<file path="src/rtl/ptw_pkg.sv">
package ptw_pkg;
  localparam int VA_W       = 32;
  localparam int PA_W       = 32;
  localparam int OFF_W      = 12;
  localparam int DIR_W      = 10;
  localparam int LEAF_W     = VA_W - OFF_W - DIR_W;
  localparam int PTE_W      = 32;
  localparam int FRAME_W    = PA_W - OFF_W;
  localparam int SLOT_SHIFT = 2;
  localparam int V_BIT      = 0;
  localparam int D_BIT      = 1;

  typedef enum logic [1:0] {WS_IDLE, WS_DIR, WS_LEAF, WS_DONE} wstate_e;

  typedef logic [VA_W-1:0]  vaddr_t;
  typedef logic [PA_W-1:0]  paddr_t;
  typedef logic [PTE_W-1:0] pte_t;

  function automatic logic [DIR_W-1:0] dir_idx(vaddr_t va);
    return va[VA_W-1 -: DIR_W];
  endfunction

  function automatic logic [LEAF_W-1:0] leaf_idx(vaddr_t va);
    return va[OFF_W +: LEAF_W];
  endfunction

  function automatic paddr_t page_align(paddr_t a);
    return {a[PA_W-1:OFF_W], {OFF_W{1'b0}}};
  endfunction

  function automatic paddr_t slot_addr(paddr_t base, paddr_t idx);
    return page_align(base) + (idx << SLOT_SHIFT);
  endfunction

  function automatic paddr_t next_table(pte_t pte);
    return {pte[PTE_W-1 -: FRAME_W], {OFF_W{1'b0}}};
  endfunction

  function automatic paddr_t join_pa(pte_t pte, vaddr_t va);
    return {pte[PTE_W-1 -: FRAME_W], va[OFF_W-1:0]};
  endfunction
endpackage

</file>
<file path="src/rtl/ptw_ctrl.sv">
module ptw_ctrl
  import ptw_pkg::*;
(
  input  logic    clk,
  input  logic    rst_n,
  input  logic    req_valid,
  input  logic    mem_rvalid,
  input  logic    pte_ok,
  output wstate_e state,
  output logic    busy,
  output logic    mem_req,
  output logic    done,
  output logic    ev_accept,
  output logic    ev_dir_ok,
  output logic    ev_dir_fault,
  output logic    ev_leaf_ok,
  output logic    ev_leaf_fault
);
  wstate_e state_d;

  assign busy    = (state != WS_IDLE);
  assign mem_req = (state == WS_DIR) || (state == WS_LEAF);
  assign done    = (state == WS_DONE);

  assign ev_accept     = (state == WS_IDLE) && req_valid;
  assign ev_dir_ok     = (state == WS_DIR)  && mem_rvalid &&  pte_ok;
  assign ev_dir_fault  = (state == WS_DIR)  && mem_rvalid && !pte_ok;
  assign ev_leaf_ok    = (state == WS_LEAF) && mem_rvalid &&  pte_ok;
  assign ev_leaf_fault = (state == WS_LEAF) && mem_rvalid && !pte_ok;

  always_comb begin
    state_d = state;
    case (state)
      WS_IDLE: if (ev_accept) state_d = WS_DIR;
      WS_DIR: begin
        if (ev_dir_ok)         state_d = WS_LEAF;
        else if (ev_dir_fault) state_d = WS_DONE;
      end
      WS_LEAF: if (mem_rvalid) state_d = WS_DONE;
      default: state_d = WS_IDLE;
    endcase
  end

  always_ff @(posedge clk or negedge rst_n) begin
    if (!rst_n) state <= WS_IDLE;
    else        state <= state_d;
  end


  accept_busy_chk: assert property (@(posedge clk) disable iff (!rst_n)
    ev_accept |=> (busy && mem_req));


  no_restart_chk: assert property (@(posedge clk) disable iff (!rst_n)
    (state == WS_LEAF && !mem_rvalid) |=> (state == WS_LEAF));


  done_pulse_chk: assert property (@(posedge clk) disable iff (!rst_n)
    done |=> (!done && !busy));


  req_only_busy_chk: assert property (@(posedge clk) disable iff (!rst_n)
    mem_req |-> (busy && !done));


  dir_fault_end_chk: assert property (@(posedge clk) disable iff (!rst_n)
    ev_dir_fault |=> (done && !mem_req));
endmodule

</file>
<file path="src/rtl/ptw_addr.sv">
module ptw_addr
  import ptw_pkg::*;
(
  input  logic    clk,
  input  logic    rst_n,
  input  wstate_e state,
  input  logic    ev_accept,
  input  logic    ev_dir_ok,
  input  logic    mem_req,
  input  logic    mem_rvalid,
  input  vaddr_t  req_vaddr,
  input  paddr_t  tbl_base,
  input  pte_t    mem_rdata,
  output vaddr_t  va_q,
  output paddr_t  mem_addr
);
  paddr_t base_q;
  paddr_t dir_slot;
  paddr_t leaf_slot;

  always_ff @(posedge clk or negedge rst_n) begin
    if (!rst_n) begin
      va_q   <= '0;
      base_q <= '0;
    end else if (ev_accept) begin
      va_q   <= req_vaddr;
      base_q <= page_align(tbl_base);
    end else if (ev_dir_ok) begin
      base_q <= next_table(mem_rdata);
    end
  end

  assign dir_slot  = slot_addr(base_q, paddr_t'(dir_idx(va_q)));
  assign leaf_slot = slot_addr(base_q, paddr_t'(leaf_idx(va_q)));
  assign mem_addr  = !mem_req ? '0 : (state == WS_LEAF) ? leaf_slot : dir_slot;

  logic unused_addr_bits;
  assign unused_addr_bits = ^{tbl_base[OFF_W-1:0], mem_rdata[OFF_W-1:0]};


  addr_hold_chk: assert property (@(posedge clk) disable iff (!rst_n)
    (mem_req && !mem_rvalid) |=> $stable(mem_addr));


  addr_align_chk: assert property (@(posedge clk) disable iff (!rst_n)
    mem_req |-> (mem_addr[SLOT_SHIFT-1:0] == '0));
endmodule

</file>
<file path="src/rtl/ptw_result.sv">
module ptw_result
  import ptw_pkg::*;
(
  input  logic   clk,
  input  logic   rst_n,
  input  logic   ev_leaf_ok,
  input  logic   ev_dir_fault,
  input  logic   ev_leaf_fault,
  input  logic   done,
  input  pte_t   mem_rdata,
  input  vaddr_t va_q,
  output logic   fault,
  output logic   fault_level,
  output paddr_t res_paddr,
  output logic   res_dirty
);
  always_ff @(posedge clk or negedge rst_n) begin
    if (!rst_n) begin
      fault       <= 1'b0;
      fault_level <= 1'b0;
      res_paddr   <= '0;
      res_dirty   <= 1'b0;
    end else if (ev_leaf_ok) begin
      fault       <= 1'b0;
      fault_level <= 1'b0;
      res_paddr   <= join_pa(mem_rdata, va_q);
      res_dirty   <= mem_rdata[D_BIT];
    end else if (ev_dir_fault || ev_leaf_fault) begin
      fault       <= 1'b1;
      fault_level <= ev_leaf_fault;
      res_paddr   <= '0;
      res_dirty   <= 1'b0;
    end
  end


  leaf_pa_chk: assert property (@(posedge clk) disable iff (!rst_n)
    ev_leaf_ok |=> (!fault && res_paddr[OFF_W-1:0] == $past(va_q[OFF_W-1:0])));


  fault_pa_chk: assert property (@(posedge clk) disable iff (!rst_n)
    (done && fault) |-> (res_paddr == '0 && !res_dirty));


  dir_fault_lvl_chk: assert property (@(posedge clk) disable iff (!rst_n)
    ev_dir_fault |=> (fault && !fault_level));


  leaf_fault_lvl_chk: assert property (@(posedge clk) disable iff (!rst_n)
    ev_leaf_fault |=> (fault && fault_level));
endmodule

</file>
<file path="src/rtl/pt_walker.sv">
module pt_walker
  import ptw_pkg::*;
(
  input  logic              clk,
  input  logic              rst_n,
  input  logic              req_valid,
  input  logic [VA_W-1:0]   req_vaddr,
  input  logic [PA_W-1:0]   tbl_base,
  output logic              busy,
  output logic              mem_req,
  output logic [PA_W-1:0]   mem_addr,
  input  logic              mem_rvalid,
  input  logic [PTE_W-1:0]  mem_rdata,
  output logic              done,
  output logic              fault,
  output logic              fault_level,
  output logic [PA_W-1:0]   res_paddr,
  output logic              res_dirty
);
  wstate_e state;
  vaddr_t  va_q;
  logic    ev_accept, ev_dir_ok, ev_dir_fault, ev_leaf_ok, ev_leaf_fault;
  logic    pte_ok;

  assign pte_ok = mem_rdata[V_BIT];

  ptw_ctrl u_ctrl (
    .clk(clk), .rst_n(rst_n), .req_valid(req_valid), .mem_rvalid(mem_rvalid),
    .pte_ok(pte_ok), .state(state), .busy(busy), .mem_req(mem_req), .done(done),
    .ev_accept(ev_accept), .ev_dir_ok(ev_dir_ok), .ev_dir_fault(ev_dir_fault),
    .ev_leaf_ok(ev_leaf_ok), .ev_leaf_fault(ev_leaf_fault)
  );

  ptw_addr u_addr (
    .clk(clk), .rst_n(rst_n), .state(state), .ev_accept(ev_accept),
    .ev_dir_ok(ev_dir_ok), .mem_req(mem_req), .mem_rvalid(mem_rvalid),
    .req_vaddr(req_vaddr), .tbl_base(tbl_base), .mem_rdata(mem_rdata),
    .va_q(va_q), .mem_addr(mem_addr)
  );

  ptw_result u_result (
    .clk(clk), .rst_n(rst_n), .ev_leaf_ok(ev_leaf_ok), .ev_dir_fault(ev_dir_fault),
    .ev_leaf_fault(ev_leaf_fault), .done(done), .mem_rdata(mem_rdata), .va_q(va_q),
    .fault(fault), .fault_level(fault_level), .res_paddr(res_paddr),
    .res_dirty(res_dirty)
  );


  reset_quiet_chk: assert property (@(posedge clk) disable iff (!rst_n)
    $rose(rst_n) |-> (!busy && !mem_req && !done));
endmodule

</file>
<file path="config.mk">
export PLATFORM = sky130hd
export DESIGN_NAME = pt_walker
export DESIGN_NICKNAME = d
export VERILOG_FILES = /design/src/rtl/ptw_pkg.sv /design/src/rtl/ptw_ctrl.sv /design/src/rtl/ptw_addr.sv /design/src/rtl/ptw_result.sv /design/src/rtl/pt_walker.sv
export SDC_FILE = /design/constraint.sdc
export NUM_CORES = 1
export LEC_CHECK = 0
export CORE_MARGIN = 3
export CORE_UTILIZATION = 43
export CTS_CLUSTER_DIAMETER = 150
export DETAILED_ROUTE_END_ITERATION = 6
export PLACE_DENSITY = 0.81
export SETUP_SLACK_MARGIN = 0.15
export SYNTH_ARGS = -nofsm -noshare
export SYNTH_HDL_FRONTEND = slang
export SYNTH_SLANG_ARGS = --single-unit
</file>
<file path="constraint.sdc">
create_clock -name clk -period 2.5 [get_ports clk]
set_clock_uncertainty 0.05 [all_clocks]
set_input_delay 0.75 -clock clk [delete_from_list [all_inputs] [get_ports clk]]
set_output_delay 0.75 -clock clk [all_outputs]
set_load 0.01 [all_outputs]
</file>
* After elaboration in Yosys (flattened, before gate mapping)
Index checks and enable logic that the tools add are counted.
Storage, ports and cells: register bits after elaboration 101, logic and storage cells 47, output and inout bits 70, input port bits 100
Operators by class: equal/unequal tests 6, reduce and logical (&&, ||, !) cells 15, $add $sub $neg 2, mux-type cells 17
Operators with widths (number):
- two-way mux 32 bit | 6
- adder 32 x 12 -> 32 bit | 2
- two-way mux 2 bit | 4
- logical AND 1 bit | 7
- two-way mux 1 bit | 6
- case mux 2 bit (3 select lines) | 1
- nonzero test 2 bit | 3
- equality test 2 bit (second input constant) | 2
- inequality test 2 bit (second input constant) | 2
- inequality test 3 x 2 -> 1 bit (second input constant) | 1
- AND reduction 3 bit | 1
- equality test 2 x 1 -> 1 bit (second input constant) | 1
- logical NOT 2 bit | 1
- logical OR 1 bit | 2
- logical NOT 1 bit | 1

* Logic depth before layout (Yosys ltp)
Gate-level depths: netlist (run 1).
depth after elaboration 6, mapped depth 7, mapped depth without buffers 5

* Cells and area by module
A second synthesis (run 1) with hierarchy kept.
Second synthesis, totals: cells, all modules 353, area, all modules 4285.4 sq um
By module, submodules not included:
- ptw_addr | times used 1, seq. area each 1301.2 sq um, area each 2583.7 sq um, cells an instance 214
- ptw_result | times used 1, seq. area each 875.8 sq um, area each 1480.2 sq um, cells an instance 117
- ptw_ctrl | times used 1, seq. area each 50.0 sq um, area each 221.5 sq um, cells an instance 22

* Least setup slack after synthesis (run 1)
OpenSTA, ideal clock, no wires.
kind register to output, start register u_ctrl.state[0], end output port mem_addr[10], data required time 1700 ps, cell stages (with the launch flop) 7, buffers on the path 2, setup slack 454 ps, arrival 1246 ps, cells stage by stage dfrtp_1 > inv_1 > ha_1 > buf_2 > buf_4 > mux2i_1 > nor2b_1
On the way: cells in the longest elaborated chain, start to end 3, elaborated cells between the ends (all ways) 5, those cells by class 2 x eq/ne; 2 x mux; 1 x reduce/logical
Ends and longest elaborated chain:
- start, declared | line ptw_ctrl.sv:9 | output wstate_e state,
- start signal, assigned | line ptw_ctrl.sv:46 | else state <= state_d;
- equality test 2 bit / equality test 2 x 1 -> 1 bit (equally long branches) | line ptw_ctrl.sv:22, ptw_addr.sv:35
- two-way mux 32 bit / logical OR 1 bit (equally long branches) | line ptw_addr.sv:35, ptw_ctrl.sv:22
- two-way mux 32 bit (*) | line ptw_addr.sv:35 | assign mem_addr = !mem_req ? '0 : (state == WS_LEAF) ? leaf_slot : dir_slot;
- end, declared | line pt_walker.sv:11 | output logic [PA_W-1:0] mem_addr,
Every way passes the cells marked *; elsewhere a longest branch is shown, timed or not.

* Final worst setup path (run 1)
start register u_ctrl.state[0], end output port mem_addr[5]
Same word-level chain as after synthesis.

==> flow_summary.toml, run 1 <==
[routing]
viasPerCell = 5.12
drt_iter0_markers = 67
drtAntennaViolNets = 0
wl_per_cell_um = 18.0
vias = 2957
totalWireLength_mm = 10.4
dr.pass1.iters = 4
drc = 0

[cts]
tritoncts = "yes"
cts_buffers = 9
clock-sinks = 89
clockRootBuffer = "clkbuf_8"
clockBufferDepth = 2
clkLatencyLatePin_ps = 350
cts_max_level = 3
path_clk_slew_ps = 100
postCtsHoldBufs = 0

[yosys]
ys_seq_area_share_pct = 55.0
synth_compound_area_share_pct = 11.3
synth_fa_ha_area_share_pct = 1.24
synth_top_cell_by_area = "dfrtp_1"
async_flop_share_pct = 100
synth_area_leaders = "dfrtp_1, mux2_4, mux2i_1"
synth_top_area_share_pct = 55.0
synth_simple_gate_area_share_pct = 7.48
synth-main-ff-cell = "dfrtp_1"
yosys-top-cells-count = "dfrtp_1, a22o_1, mux2i_1"
yosysMostFrequentCell = "dfrtp_1"
avgSynthCellArea_um2 = 13.4
synth_area_um2 = 4050
synth.distinct_cells = 30
post_synth_mux_area_share_pct = 19.6
synth_xor_area_share_pct = 0
synth_edf_count = 0
synth-seq-cells = 89
ys_warn_count = 0
syn_inst = 302
synth_top_family_by_area = "multiplexers"

[floorplanning]
ios = 170
core_area_um2 = 8930
fp.dieW_um = 103
chipHeight_um = 103
die-area_um2 = 10600
rows = 34
start_util_pct = 45.3

[timing]
fin_tns_setup_ps = 0
hold_violations = 0
setup_viol = 0
fmax_mhz = 410
timing.final.crit_share_pct = 97.7
rsz0062_at_grt = "true"
min_period_ps = 2440
slew_viol_final = 0

[setup_path]
r2r_end = "u_ctrl.state[1]$_DFFE_PN0P_"
cp_num_cells = 7
crit_fanout = 7
crit_required_ps = 1700
path_delay_family = "buffers and inverters"
worstSetupStartpoint = "u_ctrl.state[0]$_DFFE_PN0P_"
r2r_slack_ps = 640
cp_cell_sequence = "inv_2, buf_6, ha_4, buf_8, mux2i_2, nor2b_1, buf_2"
endpoint = "mem_addr[5]"
cp_slowest_cell = "dfrtp_1"
worstSetupEndpointType = "output pin"
critPathLaunchType = "register"
reg2reg_depth = 8
r2r_start = "u_ctrl.state[0]$_DFFE_PN0P_"
crit_buf_inv = 4
worstSetupPathType = "register to output pin"
crit_arrival_ps = 1640
slowest_delay_ps = 390

[placed_design]
portBuffers = 145
dp_hpwl_mm = 7.21
gp_congestion = 0.792

[layout]
multiInputGateArea_um2 = 1700
nNetsFinal = 568
n_fill_cell = 639
syn_to_final_growth_pct = 50.0
sequential_cell_area_um2 = 2230
post-route-util_pct = 67.9
antennaDiodeCount = 0
layout-drive-gt1-share_pct = 29.4

[run]
maxCapViolations = 0

[pwr]
power.leakage_nw = 2.94
power.density_nw_per_um2 = 1370
vdd_ir_drop_max_mv = 0.706

[global_routing]
overflow = 0
grt_pass1_wl_mm = 16.2
antenna_found_initial = 0
grt_pass1_vias = 3100
grt_usage_pct = 19.8
grt_max_degree = 41

[hold_path]
hp-class = "input pin to async pin"

[outcome]
status = "complete, no violations"
==> through the flow <==
step | hold WS (ps) | cells | setup WS (ps) | power (mW) | instance area [um2]
2_1_floorplan | 398 | 303 | 454 | 4.64 | 4050
3_3_place_gp | 411 | 547 | 62.0 | 6.38 | 5610
3_5_place_dp | 419 | 547 | -31.4 | 6.53 | 5610
4_1_cts | 277 | 572 | 58.7 | 7.95 | 5880
5_1_grt | 293 | 577 | -40.5 | 8.85 | 6070
6_report | 288 | 577 | 58.2 | 8.33 | 6070
==> flip-flops by register name, summed over array words and instances, names as in the netlist <==
name,cells
u_addr.base_q,20
u_result.res_paddr,32
u_result.fault_level,1
u_addr.va_q,32
u_result.fault,1
u_result.res_dirty,1
u_ctrl.state,2
==> cell type report <==
type / instances / area share (%)
clock inverter: 7 / 1.40
multi-input combinational: 187 / 28.0
inverter: 4 / 0.247
tap: 108 / 2.23
sequential: 89 / 36.7
clock buffer: 9 / 2.04
timing repair buffer: 173 / 29.4
==> cells by family after synthesis <==
group,count (synthesis)
flops,89
mux,64
fa+ha+maj,4
simple gates,57
buf+inv,27
compound gates,60
other cells,1
==> worst min path at each step <==
stage                                       start  slack, ps                           endpoint
finish                                      rst_n        290         u_addr.va_q[3]$_DFFE_PN0P_
global route                                rst_n        290         u_addr.va_q[8]$_DFFE_PN0P_
CTS                                         rst_n        280  u_result.res_paddr[8]$_DFFE_PN0P_
detailed placement  u_addr.base_q[23]$_DFFE_PN0P_        420      u_addr.base_q[23]$_DFFE_PN0P_
global placement    u_addr.base_q[20]$_DFFE_PN0P_        410      u_addr.base_q[20]$_DFFE_PN0P_
floorplan                                   rst_n        400      u_addr.base_q[12]$_DFFE_PN0P_
==> where the power goes <==
part	internal [mW]	leakage (nW)	switching (mW)
Sequential	2.13	1.11	0.395
Combinational	2.89	1.73	1.88
Clock	0.483	0.100	0.545
==> timing repair <==
item	in CTS	in global routing
cloned	3	0
setup buffers	6	5
resized for setup	145	44
pin swaps	2	0
setup endpoints to repair	32	27
==> layout by cell type (no fill, tap or decap), types with 2 or more instances in the layout <==
master / n
buf_16: 3
inv_2: 2
buf_4: 14
ha_4: 2
inv_1: 2
buf_12: 5
o21ai_1: 20
clkbuf_8: 9
nor2b_1: 9
nor2b_2: 2
inv_6: 2
dfrtp_1: 89
mux2_2: 2
clkdlybuf4s50_1: 111
ha_1: 2
clkinvlp_4: 2
mux2i_2: 2
buf_2: 11
and2_4: 19
nand2_1: 22
buf_8: 3
inv_8: 2
mux2_4: 30
a22o_1: 33
conb_1: 2
buf_6: 23
mux2i_1: 29
==> per-layer routing <==
metal  up-vias  track usage, %  part of all wire (%)
li1       1386               -                     -
met1      1454            25.9                    43
met2       102            33.0                    50
met3        15            4.26                   5.7
met4         0            6.18                   1.4
met5         -               0                     0
Note: power is estimated with default switching activity, not from simulation.
==> inputs of run 2 (changes only) <==
--- a/config.mk
+++ b/config.mk
@@ -10,6 +10,7 @@
 export CTS_CLUSTER_DIAMETER = 150
 export DETAILED_ROUTE_END_ITERATION = 6
 export PLACE_DENSITY = 0.81
+export REMOVE_ABC_BUFFERS = 1
 export SETUP_SLACK_MARGIN = 0.15
 export SYNTH_ARGS = -nofsm -noshare
 export SYNTH_HDL_FRONTEND = slang
==> run 2 against run 1 <==
Via count grew 0.85%. Total power rose by 1.2%. The run now ends with setup timing left. Flip-flop and latch count unchanged. Worst setup slack worse by 62 ps. Utilization rose by 0.34 points. Sequential share of layout area is 0.18 points lower. Largest cell class unchanged. Non-clock buffer count did not move. Routed wire length rose by 4.3%. Clock power is essentially flat. Sequential power is essentially flat. First-iteration DRC count increased by 9.0%. Register-to-register slack got worse by 20 ps.
==> flow_summary.toml, run 2 (synthesized netlist as in run 1, its figures left out) <==
[routing]
drt_iter0_markers = 73
wl_per_cell_um = 18.8
drtAntennaViolNets = 0
dr.pass1.iters = 4
totalWireLength_mm = 10.8
viasPerCell = 5.17
drc = 0
vias = 2982

[global_routing]
grt_pass1_vias = 3097
antenna_found_initial = 0
grt_pass1_wl_mm = 16.0
grt_usage_pct = 19.6
grt_max_degree = 40
overflow = 0

[cts]
clockRootBuffer = "clkbuf_8"
path_clk_slew_ps = 90
tritoncts = "yes"
clkLatencyLatePin_ps = 340
clockBufferDepth = 2
cts_buffers = 9
clock-sinks = 89
cts_max_level = 3

[setup_path]
crit_arrival_ps = 1700
crit_fanout = 3
slowest_delay_ps = 410
worstSetupEndpointType = "output pin"
crit_required_ps = 1700
critPathLaunchType = "register"
cp_slowest_cell = "dfrtp_1"
path_delay_family = "buffers and inverters"
worstSetupPathType = "register to output pin"
cp_cell_sequence = "buf_6, ha_4, buf_16, buf_8, mux2i_1, nor2b_1, buf_2"
crit_buf_inv = 4

[timing]
slew_viol_final = 0
fmax_mhz = 399
timing.final.crit_share_pct = 100
slew_headroom_pct = 65.6
hold_violations = 0
worstMarginPinSlew_ps = 515
setup_viol = 1
final.setup.worst_slack_ps = -3.83
min_period_ps = 2500
rsz0062_at_grt = "true"
hold_slack_ps = 319

[floorplanning]
ios = 170
core_area_um2 = 8930
chipHeight_um = 103
die-area_um2 = 10600
rows = 34
start_util_pct = 45.3
fp.dieW_um = 103

[outcome]
violations = "setup timing"
status = "finished, violations left"

[layout]
layout-drive-gt1-share_pct = 29.0
antennaDiodeCount = 0
nNetsFinal = 568
syn_to_final_growth_pct = 50.7
largestRegisters = "u_addr.va_q x32, u_result.res_paddr x32, u_addr.base_q x20"
n_fill_cell = 668
layout_common_cells = "clkdlybuf4s50_1, dfrtp_1, a22o_1"
final_common_cell = "clkdlybuf4s50_1"

[pwr]
power_mw = 8.43
power.density_nw_per_um2 = 1380
power.leakage_nw = 2.95
vdd_ir_drop_max_mv = 0.522

[run]
maxCapViolations = 0

[placed_design]
dp_hpwl_mm = 7.03
gp_congestion = 0.750
portBuffers = 145

[hold_path]
hp-class = "input pin to async pin"
-- run 2: cell count changes in the layout (fill, tap and decap cells not counted), sizes merged --
cell,previous run,this run
clkinvlp,2,1
clkbuf,10,14
buf,59,57
clkinv,0,2
inv,8,5
-- run 2: power by group --
part           switching (mW)  total [mW]  internal, mW
clock network           0.513        1.01         0.497
registers               0.402        2.53          2.13
logic                    1.95        4.89          2.94
-- run 2: final timing paths --
check,start,end,slack (ps),depth (start not counted)
worst max register to register,u_ctrl.state[0]$_DFFE_PN0P_,u_ctrl.state[1]$_DFFE_PN0P_,620,8
min in group clk,u_addr.base_q[26]$_DFFE_PN0P_,u_addr.base_q[26]$_DFFE_PN0P_,440,2
max in group asynchronous,rst_n,u_addr.va_q[23]$_DFFE_PN0P_,1450,2
worst min-delay path,rst_n,u_addr.va_q[12]$_DFFE_PN0P_,320,1
worst max-delay path,u_ctrl.state[1]$_DFFE_PN0P_,mem_addr[3],-4,7
worst min register to register,u_addr.base_q[26]$_DFFE_PN0P_,u_addr.base_q[26]$_DFFE_PN0P_,440,2
-- run 2: final cells by class --
| class | count | area, um2 | area share [%] |
|---|---|---|---|
| clock buffer | 11 | 141 | 2.32 |
| clock inverter | 5 | 63.8 | 1.05 |
| inverter | 4 | 15.0 | 0.246 |
| multi-input combinational | 187 | 1710 | 28.0 |
| sequential | 89 | 2230 | 36.5 |
| tap | 108 | 135 | 2.22 |
| timing repair buffer | 173 | 1810 | 29.6 |
-- run 2: metrics by stage --
| step | area (um2) | instances | setup TNS [ps] | util, % | worst slack, ps |
|---|---|---|---|---|---|
| floorplan | 3850 | 280 | 0 | - | 221 |
| global placement | 5600 | 546 | 0 | 62.7 | 9.52 |
| detailed placement | 5600 | 546 | -99.3 | 62.7 | -24.4 |
| CTS | 5910 | 571 | 0 | 66.1 | 19.6 |
| global route | 6100 | 577 | -162 | 68.3 | -49.2 |
| finish | 6100 | 577 | -3.83 | 68.3 | -3.83 |
-- run 2: routing by layer --
layer | vias up | routed length (um) | GRT usage (%)
met1 | 1472 | 4600 | 25.4
met4 | 0 | 150 | 5.58
met5 | - | 0 | 0
met2 | 105 | 5430 | 33.3
li1 | 1391 | - | -
met3 | 14 | 654 | 4.19
-- run 2: repair_timing --
item | in CTS | in global routing
pin swaps | 1 | 1
hold buffers | 0 | 0
gates resized for setup | 110 | 78
cloned | 1 | 3
setup endpoints to repair | 32 | 32
buffers inserted | 8 | 3
